**config.mk**
```make
export PLATFORM = sky130hd
export DESIGN_NAME = sar_seq_ctrl
export DESIGN_NICKNAME = d
export VERILOG_FILES = /design/src/rtl/sar_seq_pkg.sv /design/src/rtl/sar_seq_timer.sv /design/src/rtl/sar_seq_reg.sv /design/src/rtl/sar_seq_serial.sv /design/src/rtl/sar_seq_ctrl.sv
export SDC_FILE = /design/constraint.sdc
export NUM_CORES = 1
export LEC_CHECK = 0
export CORE_MARGIN = 4
export CORE_UTILIZATION = 48
export CTS_CLUSTER_DIAMETER = 40
export CTS_CLUSTER_SIZE = 10
export DETAILED_ROUTE_END_ITERATION = 12
export PLACE_DENSITY_LB_ADDON = 0.08
export SLEW_MARGIN = 20
export SYNTH_ARGS = -nofsm -noshare
export SYNTH_HDL_FRONTEND = slang
export SYNTH_SLANG_ARGS = --single-unit
```
**constraint.sdc**
```tcl
create_clock -name clk -period 1.7 [get_ports clk]
set_input_delay 0.17 -clock clk [delete_from_list [all_inputs] [get_ports clk]]
set_output_delay 0.17 -clock clk [all_outputs]
set_load 0.1 [all_outputs]
```
**src/rtl/sar_seq_pkg.sv**
```systemverilog
package sar_seq_pkg;
  typedef enum logic {
    ST_IDLE = 1'b0,
    ST_CONV = 1'b1
  } conv_state_t;
endpackage

```
**src/rtl/sar_seq_timer.sv**
```systemverilog
module sar_seq_timer
  import sar_seq_pkg::*;
#(
  parameter int WIDTH      = 16,
  parameter int SETTLE_CYC = 4,
  localparam int IDX_W     = $clog2(WIDTH)
) (
  input  logic             clk,
  input  logic             rst_n,
  input  logic             launch,
  output logic             busy_o,
  output logic             dec_o,
  output logic             last_o,
  output logic [IDX_W-1:0] idx_o
);
  localparam int CNT_W = (SETTLE_CYC > 1) ? $clog2(SETTLE_CYC) : 1;
  localparam logic [CNT_W-1:0] CNT_LAST = CNT_W'(SETTLE_CYC - 1);
  localparam logic [IDX_W-1:0] IDX_TOP  = IDX_W'(WIDTH - 1);

  conv_state_t      state_q, state_d;
  logic [CNT_W-1:0] cnt_q, cnt_d;
  logic [IDX_W-1:0] idx_q, idx_d;

  assign busy_o = (state_q == ST_CONV);
  assign dec_o  = busy_o && (cnt_q == CNT_LAST);
  assign last_o = dec_o && (idx_q == '0);
  assign idx_o  = idx_q;

  always_comb begin
    state_d = state_q;
    cnt_d   = cnt_q;
    idx_d   = idx_q;
    if (state_q == ST_CONV) begin
      if (cnt_q == CNT_LAST) begin
        cnt_d = '0;
        if (idx_q == '0) state_d = ST_IDLE;
        else             idx_d   = idx_q - 1'b1;
      end else begin
        cnt_d = cnt_q + 1'b1;
      end
    end
    if (launch) begin
      state_d = ST_CONV;
      cnt_d   = '0;
      idx_d   = IDX_TOP;
    end
  end

  always_ff @(posedge clk or negedge rst_n) begin
    if (!rst_n) begin
      state_q <= ST_IDLE;
      cnt_q   <= '0;
      idx_q   <= '0;
    end else begin
      state_q <= state_d;
      cnt_q   <= cnt_d;
      idx_q   <= idx_d;
    end
  end

  AST_BUSY_HOLDS: assert property (@(posedge clk) disable iff (!rst_n)
    busy_o && !last_o |=> busy_o);
  AST_IDX_NO_RESTART: assert property (@(posedge clk) disable iff (!rst_n)
    busy_o && !dec_o |=> $stable(idx_q));
endmodule

```
**src/rtl/sar_seq_reg.sv**
```systemverilog
module sar_seq_reg #(
  parameter int WIDTH  = 16,
  localparam int IDX_W = $clog2(WIDTH)
) (
  input  logic             clk,
  input  logic             rst_n,
  input  logic             launch,
  input  logic             dec,
  input  logic             last,
  input  logic [IDX_W-1:0] idx,
  input  logic             cmp_ge,
  output logic [WIDTH-1:0] dac_code_o,
  output logic [WIDTH-1:0] result_o,
  output logic             done_o,
  output logic             bit_o
);
  localparam logic [WIDTH-1:0] TRIAL_MSB = {1'b1, {(WIDTH-1){1'b0}}};

  logic [WIDTH-1:0] sar_q, sar_d;
  logic [WIDTH-1:0] decided;
  logic [WIDTH-1:0] res_q;
  logic             done_q;

  always_comb begin
    decided      = sar_q;
    decided[idx] = cmp_ge;
  end

  always_comb begin
    sar_d = sar_q;
    if (launch) begin
      sar_d = TRIAL_MSB;
    end else if (dec) begin
      sar_d = decided;
      if (idx != '0) sar_d[idx - 1'b1] = 1'b1;
    end
  end

  always_ff @(posedge clk or negedge rst_n) begin
    if (!rst_n) begin
      sar_q  <= '0;
      res_q  <= '0;
      done_q <= 1'b0;
    end else begin
      sar_q  <= sar_d;
      done_q <= last;
      if (last) res_q <= decided;
    end
  end

  assign dac_code_o = sar_q;
  assign result_o   = res_q;
  assign done_o     = done_q;
  assign bit_o      = cmp_ge;

  AST_SAR_HOLD: assert property (@(posedge clk) disable iff (!rst_n)
    !dec && !launch |=> $stable(sar_q));
  AST_DONE_SINGLE: assert property (@(posedge clk) disable iff (!rst_n)
    done_q |=> !done_q);
endmodule

```
**src/rtl/sar_seq_serial.sv**
```systemverilog
module sar_seq_serial #(
  parameter int STB_DLY = 2
) (
  input  logic clk,
  input  logic rst_n,
  input  logic dec,
  input  logic bit_i,
  output logic ser_dat_o,
  output logic ser_stb_o
);
  localparam int DLY_W = $clog2(STB_DLY + 1);
  localparam logic [DLY_W-1:0] DLY_LOAD = DLY_W'(STB_DLY);
  localparam logic [DLY_W-1:0] DLY_ONE  = DLY_W'(1);

  logic [DLY_W-1:0] dly_q, dly_d;
  logic             dat_q, stb_q, stb_d;

  always_comb begin
    dly_d = dly_q;
    if (dec)              dly_d = DLY_LOAD;
    else if (dly_q != '0) dly_d = dly_q - 1'b1;
    stb_d = (dly_q != DLY_ONE);
  end

  always_ff @(posedge clk or negedge rst_n) begin
    if (!rst_n) begin
      dly_q <= '0;
      dat_q <= 1'b0;
      stb_q <= 1'b1;
    end else begin
      dly_q <= dly_d;
      stb_q <= stb_d;
      if (dec) dat_q <= bit_i;
    end
  end

  assign ser_dat_o = dat_q;
  assign ser_stb_o = stb_q;

  AST_STB_ONE_CLK: assert property (@(posedge clk) disable iff (!rst_n)
    !stb_q |=> stb_q);
  AST_DAT_HOLD: assert property (@(posedge clk) disable iff (!rst_n)
    !dec |=> $stable(dat_q));
endmodule

```
**src/rtl/sar_seq_ctrl.sv**
```systemverilog
module sar_seq_ctrl #(
  parameter int WIDTH      = 16,
  parameter int SETTLE_CYC = 4,
  parameter int STB_DLY    = 2
) (
  input  logic             clk,
  input  logic             rst_n,
  input  logic             cs_n,
  input  logic             wr_n,
  input  logic             cmp_ge,
  output logic [WIDTH-1:0] dac_code,
  output logic             busy,
  output logic             ser_dat,
  output logic             ser_stb,
  output logic             done,
  output logic [WIDTH-1:0] result
);
  localparam int IDX_W = $clog2(WIDTH);

  logic             wr_prev_q;
  logic             req_lvl, req_edge, launch;
  logic             dec, last, bit_val;
  logic [IDX_W-1:0] idx;

  // Previous strobe sample resets low: a strobe already low out of reset is no edge.
  always_ff @(posedge clk or negedge rst_n) begin
    if (!rst_n) wr_prev_q <= 1'b0;
    else        wr_prev_q <= wr_n;
  end

  assign req_lvl  = !cs_n && !wr_n;
  assign req_edge = req_lvl && wr_prev_q;
  assign launch   = (!busy && req_edge) || (last && req_lvl);

  sar_seq_timer #(.WIDTH(WIDTH), .SETTLE_CYC(SETTLE_CYC)) timer_i (
    .clk(clk), .rst_n(rst_n), .launch(launch),
    .busy_o(busy), .dec_o(dec), .last_o(last), .idx_o(idx)
  );

  sar_seq_reg #(.WIDTH(WIDTH)) reg_i (
    .clk(clk), .rst_n(rst_n), .launch(launch), .dec(dec), .last(last),
    .idx(idx), .cmp_ge(cmp_ge), .dac_code_o(dac_code), .result_o(result),
    .done_o(done), .bit_o(bit_val)
  );

  sar_seq_serial #(.STB_DLY(STB_DLY)) ser_i (
    .clk(clk), .rst_n(rst_n), .dec(dec), .bit_i(bit_val),
    .ser_dat_o(ser_dat), .ser_stb_o(ser_stb)
  );

  AST_START_NEEDS_REQ: assert property (@(posedge clk) disable iff (!rst_n)
    $rose(busy) |-> $past(!cs_n && !wr_n));
  AST_DONE_AFTER_BUSY: assert property (@(posedge clk) disable iff (!rst_n)
    done |-> $past(busy));
  AST_RETRIGGER: assert property (@(posedge clk) disable iff (!rst_n)
    last && req_lvl |=> busy);
endmodule

```
==> After elaboration in Yosys (flattened, before gate mapping) <==
Index checks and enable logic that the tools add are counted.
{ "word_totals": {"register_bits": 45, "in_bits": 5, "out_inout_bits": 36, "word_cells": 62} }
{ "op_classes": {"n_addsub": 3, "magnitude_cmp": 4, "eq_ne": 3, "n_mux": 21, "n_bitwise": 1, "reduce_logical": 20} }
{ "op_table": {"columns": ["cell", "count"], "rows": [
  ["16-bit two-way mux", 3],
  ["16-bit bitwise mux", 1],
  ["4-bit two-way mux", 4],
  ["16-bit bitwise OR", 1],
  ["4-bit by 5-bit less-than comparator with 1-bit output (second input constant)", 2],
  ["2-bit two-way mux", 5],
  ["2-bit nonzero test", 5],
  ["1-bit demux with 4-bit select", 2],
  ["4-bit by 1-bit >= comparator with 1-bit output (second input constant)", 2],
  ["1-bit logical AND", 8],
  ["1-bit two-way mux", 6],
  ["4-bit zero test", 1],
  ["4-bit nonzero test", 1],
  ["4-bit by 1-bit subtractor with 4-bit output (second input constant)", 1],
  ["1-bit zero test", 3],
  ["3-bit AND reduction", 1],
  ["2-bit by 1-bit adder with 2-bit output (second input constant)", 1],
  ["2-bit equality test (second input constant)", 1],
  ["2-bit by 1-bit inequality test with 1-bit output (second input constant)", 1],
  ["2-bit inequality test (second input constant)", 1],
  ["2-bit by 1-bit subtractor with 2-bit output (second input constant)", 1],
  ["1-bit logical OR", 1]
]} }

==> Depth between registers and ports, before layout <==
{ "depth": {"word_depth": 9, "depth_mapped": 7, "depth_no_buf": 6} }

==> Hierarchy <==
Synthesis repeated with hierarchy kept, for this count alone.
{ "hier_totals": {"hier_cells": 221, "hier_area_um2": 2351.0} }
{ "modules_own_cells": {"columns": ["module", "instances", "cells_per_inst", "area_per_inst_um2", "seq_area_each_um2"], "rows": [
  ["sar_seq_reg", 1, 170, 1775.5, 825.8],
  ["sar_seq_timer", 1, 33, 351.6, 175.2],
  ["sar_seq_serial", 1, 14, 173.9, 101.3],
  ["sar_seq_ctrl", 1, 4, 50.0, 25.0]
]} }

==> Worst setup path after synthesis <==
OpenSTA, ideal clock, no wires.
{ "synth_path": {"path_kind": "reg2reg", "start": "register timer_i.state_q (netlist: timer_i.busy_o)", "end": "register reg_i.sar_q[14] (netlist: reg_i.dac_code_o[14])", "setup_time_ps": 126, "arrival_ps": 1953, "required_time_ps": 1574, "setup_slack_ps": -379, "stages_incl_launch_ff": 6, "path_buffers": 2, "synth_period_minus_slack_ps": 2079, "path_cell_list": "dfrtp_1 > and2_1 > buf_2 > a21oi_2 > buf_2 > a221o_1"} }
{ "synth_via": {"elab_chain_cells": 5, "word_cells_on_any_way": 8, "cone_classes": "mux (1); reduce/logical (7)"} }
{ "synth_rtl": {"columns": ["item", "line", "text"], "rows": [
  ["start, declared", "sar_seq_timer.sv:20", "conv_state_t state_q, state_d;"],
  ["start signal, assigned", "sar_seq_timer.sv:55", "state_q <= state_d;"],
  ["1-bit logical AND", "sar_seq_timer.sv:25", "assign dec_o = busy_o && (cnt_q == CNT_LAST);"],
  ["1-bit logical AND", "sar_seq_timer.sv:26", "assign last_o = dec_o && (idx_q == '0);"],
  ["1-bit logical AND", "sar_seq_ctrl.sv:33", "assign launch = (!busy && req_edge) || (last && req_lvl);"],
  ["1-bit logical OR", "sar_seq_ctrl.sv:33", null],
  ["16-bit two-way mux / 2-bit nonzero test (equally long branches)", null, null],
  ["end signal, assigned", "sar_seq_reg.sv:45", "sar_q <= sar_d;"],
  ["end, declared", "sar_seq_reg.sv:19", "logic [WIDTH-1:0] sar_q, sar_d;"]
]} }
Parallel ways exist; a longest one is shown, timed or not.
A chain may end at the register's enable or synchronous reset.

==> Worst setup path in the final report <==
{ "layout_path": {"start": "register timer_i.idx_q[0] (netlist: timer_i.idx_o[0])", "end": "register reg_i.sar_q[10] (netlist: reg_i.dac_code_o[10])"} }
{ "layout_via": {"elab_chain_cells": 9, "word_cells_on_any_way": 22, "cone_classes": "add/sub (1); order compare (4); mux (8); bitwise (1); reduce/logical (8)"} }
{ "layout_rtl": {"columns": ["item", "line", "text"], "rows": [
  ["start, declared", "sar_seq_timer.sv:22", "logic [IDX_W-1:0] idx_q, idx_d;"],
  ["start signal, assigned", "sar_seq_timer.sv:57", "idx_q <= idx_d;"],
  ["4-bit by 1-bit subtractor with 4-bit output (tied with other cells)", "sar_seq_reg.sv:35", "if (idx != '0) sar_d[idx - 1'b1] = 1'b1;"],
  ["4-bit by 5-bit less-than comparator with 1-bit output (not written as such) (tied with other cells)", "sar_seq_reg.sv:35", null],
  ["1-bit logical AND (not written as such) / 1-bit two-way mux (equally long branches)", "sar_seq_reg.sv:35, sar_seq_reg.sv:26", null],
  ["1-bit two-way mux (not written as such) / 1-bit demux with 4-bit select (equally long branches)", null, null],
  ["1-bit demux with 4-bit select / 16-bit bitwise mux (equally long branches)", null, null],
  ["16-bit bitwise OR (no source line)", null, null],
  ["16-bit two-way mux", "sar_seq_reg.sv:35", null],
  ["16-bit two-way mux", "sar_seq_reg.sv:33", "end else if (dec) begin"],
  ["16-bit two-way mux", "sar_seq_reg.sv:31", "if (launch) begin"]
]} }
Parallel ways exist; a longest one is shown, timed or not. The select of a mux whose other input is x is not followed.

==> impl_metrics.ini <==
[run_status]
status = complete, no violations

[synth]
yosys_register_bits = 45
ys.flop_type = dfrtp_1
syn-cell-area_um2 = 2404
syn_area_per_cell_um2 = 9.614
yosysSeqAreaShare_pct = 46.90
synth-async-reset-ratio_pct = 100.0
ys_types = 48
yosys_warnings = 0
syn-num-nets = 264
synthCells = 250
synth_edf_count = 0

[clock_network]
htreeDepth = 2
cts_tree = done
clock_path_buffers = 2
root_buffer = clkbuf_8
clock_latency_ns = 0.30
cts.sinks = 45
cts_buffers = 5
cts.reportedPaths.clkPinSlew_ns = 0.08

[cells_and_area]
layout-area-overhead-vs-synth_pct = 40.76
fill_cells = 390
final_nets = 330
drive_above_1_share_pct = 33.23
diodes = 0
ff_latch_area_um2 = 1134
post-route-util_pct = 70.69
multiInputGateArea_um2 = 1216

[grt]
gr-total-overflow = 0
antenna_found_initial = 0
grt_pass1_wl_mm = 10.16
grt_start_max_net_pins = 31
grt_pass1_vias = 2100
grt.total_usage_pct = 20.82

[floorplanning]
start_util_pct = 50.22
core_um2 = 4786
die_x_um = 78.77
die_h_um = 78.77
dieArea_um2 = 6204
num_rows = 25
boundaryPins = 41

[power_and_ir_drop]
p_comb_share_pct = 14.1
cellPowerDensity_nw_per_um2 = 618.2
p_clk_share_pct = 32.7
leakagePower_nw = 1.555
p_int_w = 0.001516
max-vdd-ir-drop_mv = 0.3603
p_switching_w = 0.0005753
power.share.sequential_pct = 53.2
p_sw_share_pct = 27.50

[sta]
slew_viol_final = 0
hold_violations = 0
fmax_mhz = 593.5
rsz0062_at_grt = true
setup_viol = 0
whs_ns = 0.3334
worst_slew_pin_slew_ns = 0.4233
skew_ns = 0.004720
max-slew-margin-rel_pct = 71.78
period_needed_ns = 1.685
fin_crit_sh_pct = 99.11

[setup_path]
cp.depth = 6
worst-path-max-fanout = 7
path_class = reg -> reg
worstPathArrival_ns = 1.87
path_cells = inv_4 -> ha_4 -> nor3b_4 -> a21oi_2 -> a21o_1 -> a221o_1
crit_buf_inv = 1
crit_path_end_kind = register
cp_top_family = compound AO/OA/AOI/OAI gates
r2r_cells = 6
cp.required_ns = 1.89
cp_slowest_cell = dfrtp_2
crit_path_start_kind = register
slowest_delay_ns = 0.45

[drt]
drtIter0Drc = 164
drc = 0
ant_nets = 0
totalWireLength_mm = 6.163
avgViaCountPerCell = 5.462
wl_per_cell_um = 16.09
via_count = 2092
dr.pass1.iters = 4

[placement]
gp_congestion = 0.9424
io_buffer_count = 40
dp_hpwl_mm = 4.502

[flow_run]
cap_violations = 0

[worst_hold_path]
hp-class = in -> async
-- power groups by stage --
stage / Clock, W / Sequential (W) / Combinational [W]
final: 0.000684 / 0.00111 / 0.000295
after global routing: 0.000746 / 0.00112 / 0.000309
after CTS: 0.000699 / 0.00111 / 0.000295
after detailed placement: 0 / 0.00113 / 0.000292
after global placement: 0 / 0.00113 / 0.000291
after floorplan: 0 / 0.00125 / 0.0000378
-- final timing paths --
check                                            end  slack, ns               from
min in group clk                           wr_prev_q       0.36               wr_n
worst max-delay path            reg_i.dac_code_o[10]       0.02   timer_i.idx_o[0]
max in group asynchronous        reg_i.dac_code_o[3]       0.88              rst_n
worst max register to register  reg_i.dac_code_o[10]       0.02   timer_i.idx_o[0]
worst min-delay path                  ser_i.dly_q[0]       0.33              rst_n
worst min register to register     reg_i.result_o[0]       0.49  reg_i.result_o[0]
-- cells in the final DEF, fill, tap and decap left out, types with 2 or more instances in the layout --
master           synthesis  final
buf_4                    0     47
dfrtp_1                 44     41
nand2_1                 40     40
o21ai_0                 23     22
buf_12                   0     21
nor2_1                  15     14
nand3_1                  9      9
nand3b_1                 9      9
mux2i_1                 11      9
inv_1                    9      7
a221o_1                  7      7
clkbuf_8                 0      6
o221ai_1                 5      5
ha_1                     9      5
a21oi_2                  2      4
nor2_2                   2      3
nor2b_1                  4      3
nand2b_1                 3      3
a21oi_1                  5      3
ha_2                     0      3
clkdlybuf4s50_1          0      3
nand4_1                  2      2
o21ai_1                  1      2
mux2_2                   2      2
and2_1                   2      2
xnor2_1                  2      2
mux2i_2                  0      2
a31oi_1                  2      2
o21a_1                   2      2
a21o_1                   2      2
dfrtp_2                  0      2
-- synthesized netlist by cell type, types with 3 or more instances --
cell type | instances | share of area [%]
dfrtp_1 | 44 | 46
nand2_1 | 40 | 6.2
o21ai_0 | 23 | 4.8
nor2_1 | 15 | 2.3
mux2i_1 | 11 | 4.6
buf_2 | 10 | 2.1
ha_1 | 9 | 4.7
inv_1 | 9 | 1.4
nand3_1 | 9 | 1.9
nand3b_1 | 9 | 2.8
a221o_1 | 7 | 2.9
a21oi_1 | 5 | 1.0
clkbuf_1 | 5 | 0.78
o221ai_1 | 5 | 1.8
nor2b_1 | 4 | 1.0
nand2b_1 | 3 | 0.78
-- state kept, by name, summed over array words and instances (netlist names) --
name              cells
ser_i.ser_dat_o       1
ser_i.dly_q           2
ser_i.ser_stb_o       1
reg_i.dac_code_o     16
timer_i.cnt_q         2
timer_i.idx_o         4
wr_prev_q             1
reg_i.done_o          1
reg_i.result_o       16
timer_i.busy_o        1
-- metal layers --
layer,share of wire (%),track usage [%]
met1,45,28.19
met2,49,34.13
met3,4.3,3.628
met4,1.8,6.469
met5,0,0
-- area by class of cell --
type | instances | area share [%]
flip-flops and latches | 45 | 33.51
well taps | 67 | 2.478
repair buffers | 74 | 24.33
clock buffers | 6 | 2.441
clock inverters | 1 | 0.2219
multi-input cells | 181 | 35.95
inverters | 9 | 1.072
-- metrics by stage --
step                 TNS (ns)  std cells  cell area [um^2]  power, W  setup slack (ns)
global route          -0.2304        383              3383  0.002172          -0.07405
floorplan                   0        250              2421  0.001284          0.007166
global placement    -0.005410        370              3211  0.001424         -0.005410
detailed placement   -0.02700        370              3211  0.001426          -0.01636
CTS                         0        378              3319  0.002107          0.007191
finish                      0        383              3383  0.002092           0.01512
-- logic make-up after synthesis --
logic type	after synthesis	share of synthesized area, %
mux	13	5.518
flops	45	46.90
xor+xnor	3	1.093
compound gates	61	17.75
buf+inv	25	4.737
fa+ha+maj	9	4.685
simple gates	94	19.31
-- repair_timing --
action / CTS / global route
buffers inserted: 0 / 4
cloned: 0 / 1
endpoints found under the hold margin: 15 / 0
gates resized for setup: 3 / 10
hold buffers: 1 / 0
pin swaps: 0 / 4
setup endpoints to repair: 3 / 16
Note: power is estimated with default switching activity, not from simulation.
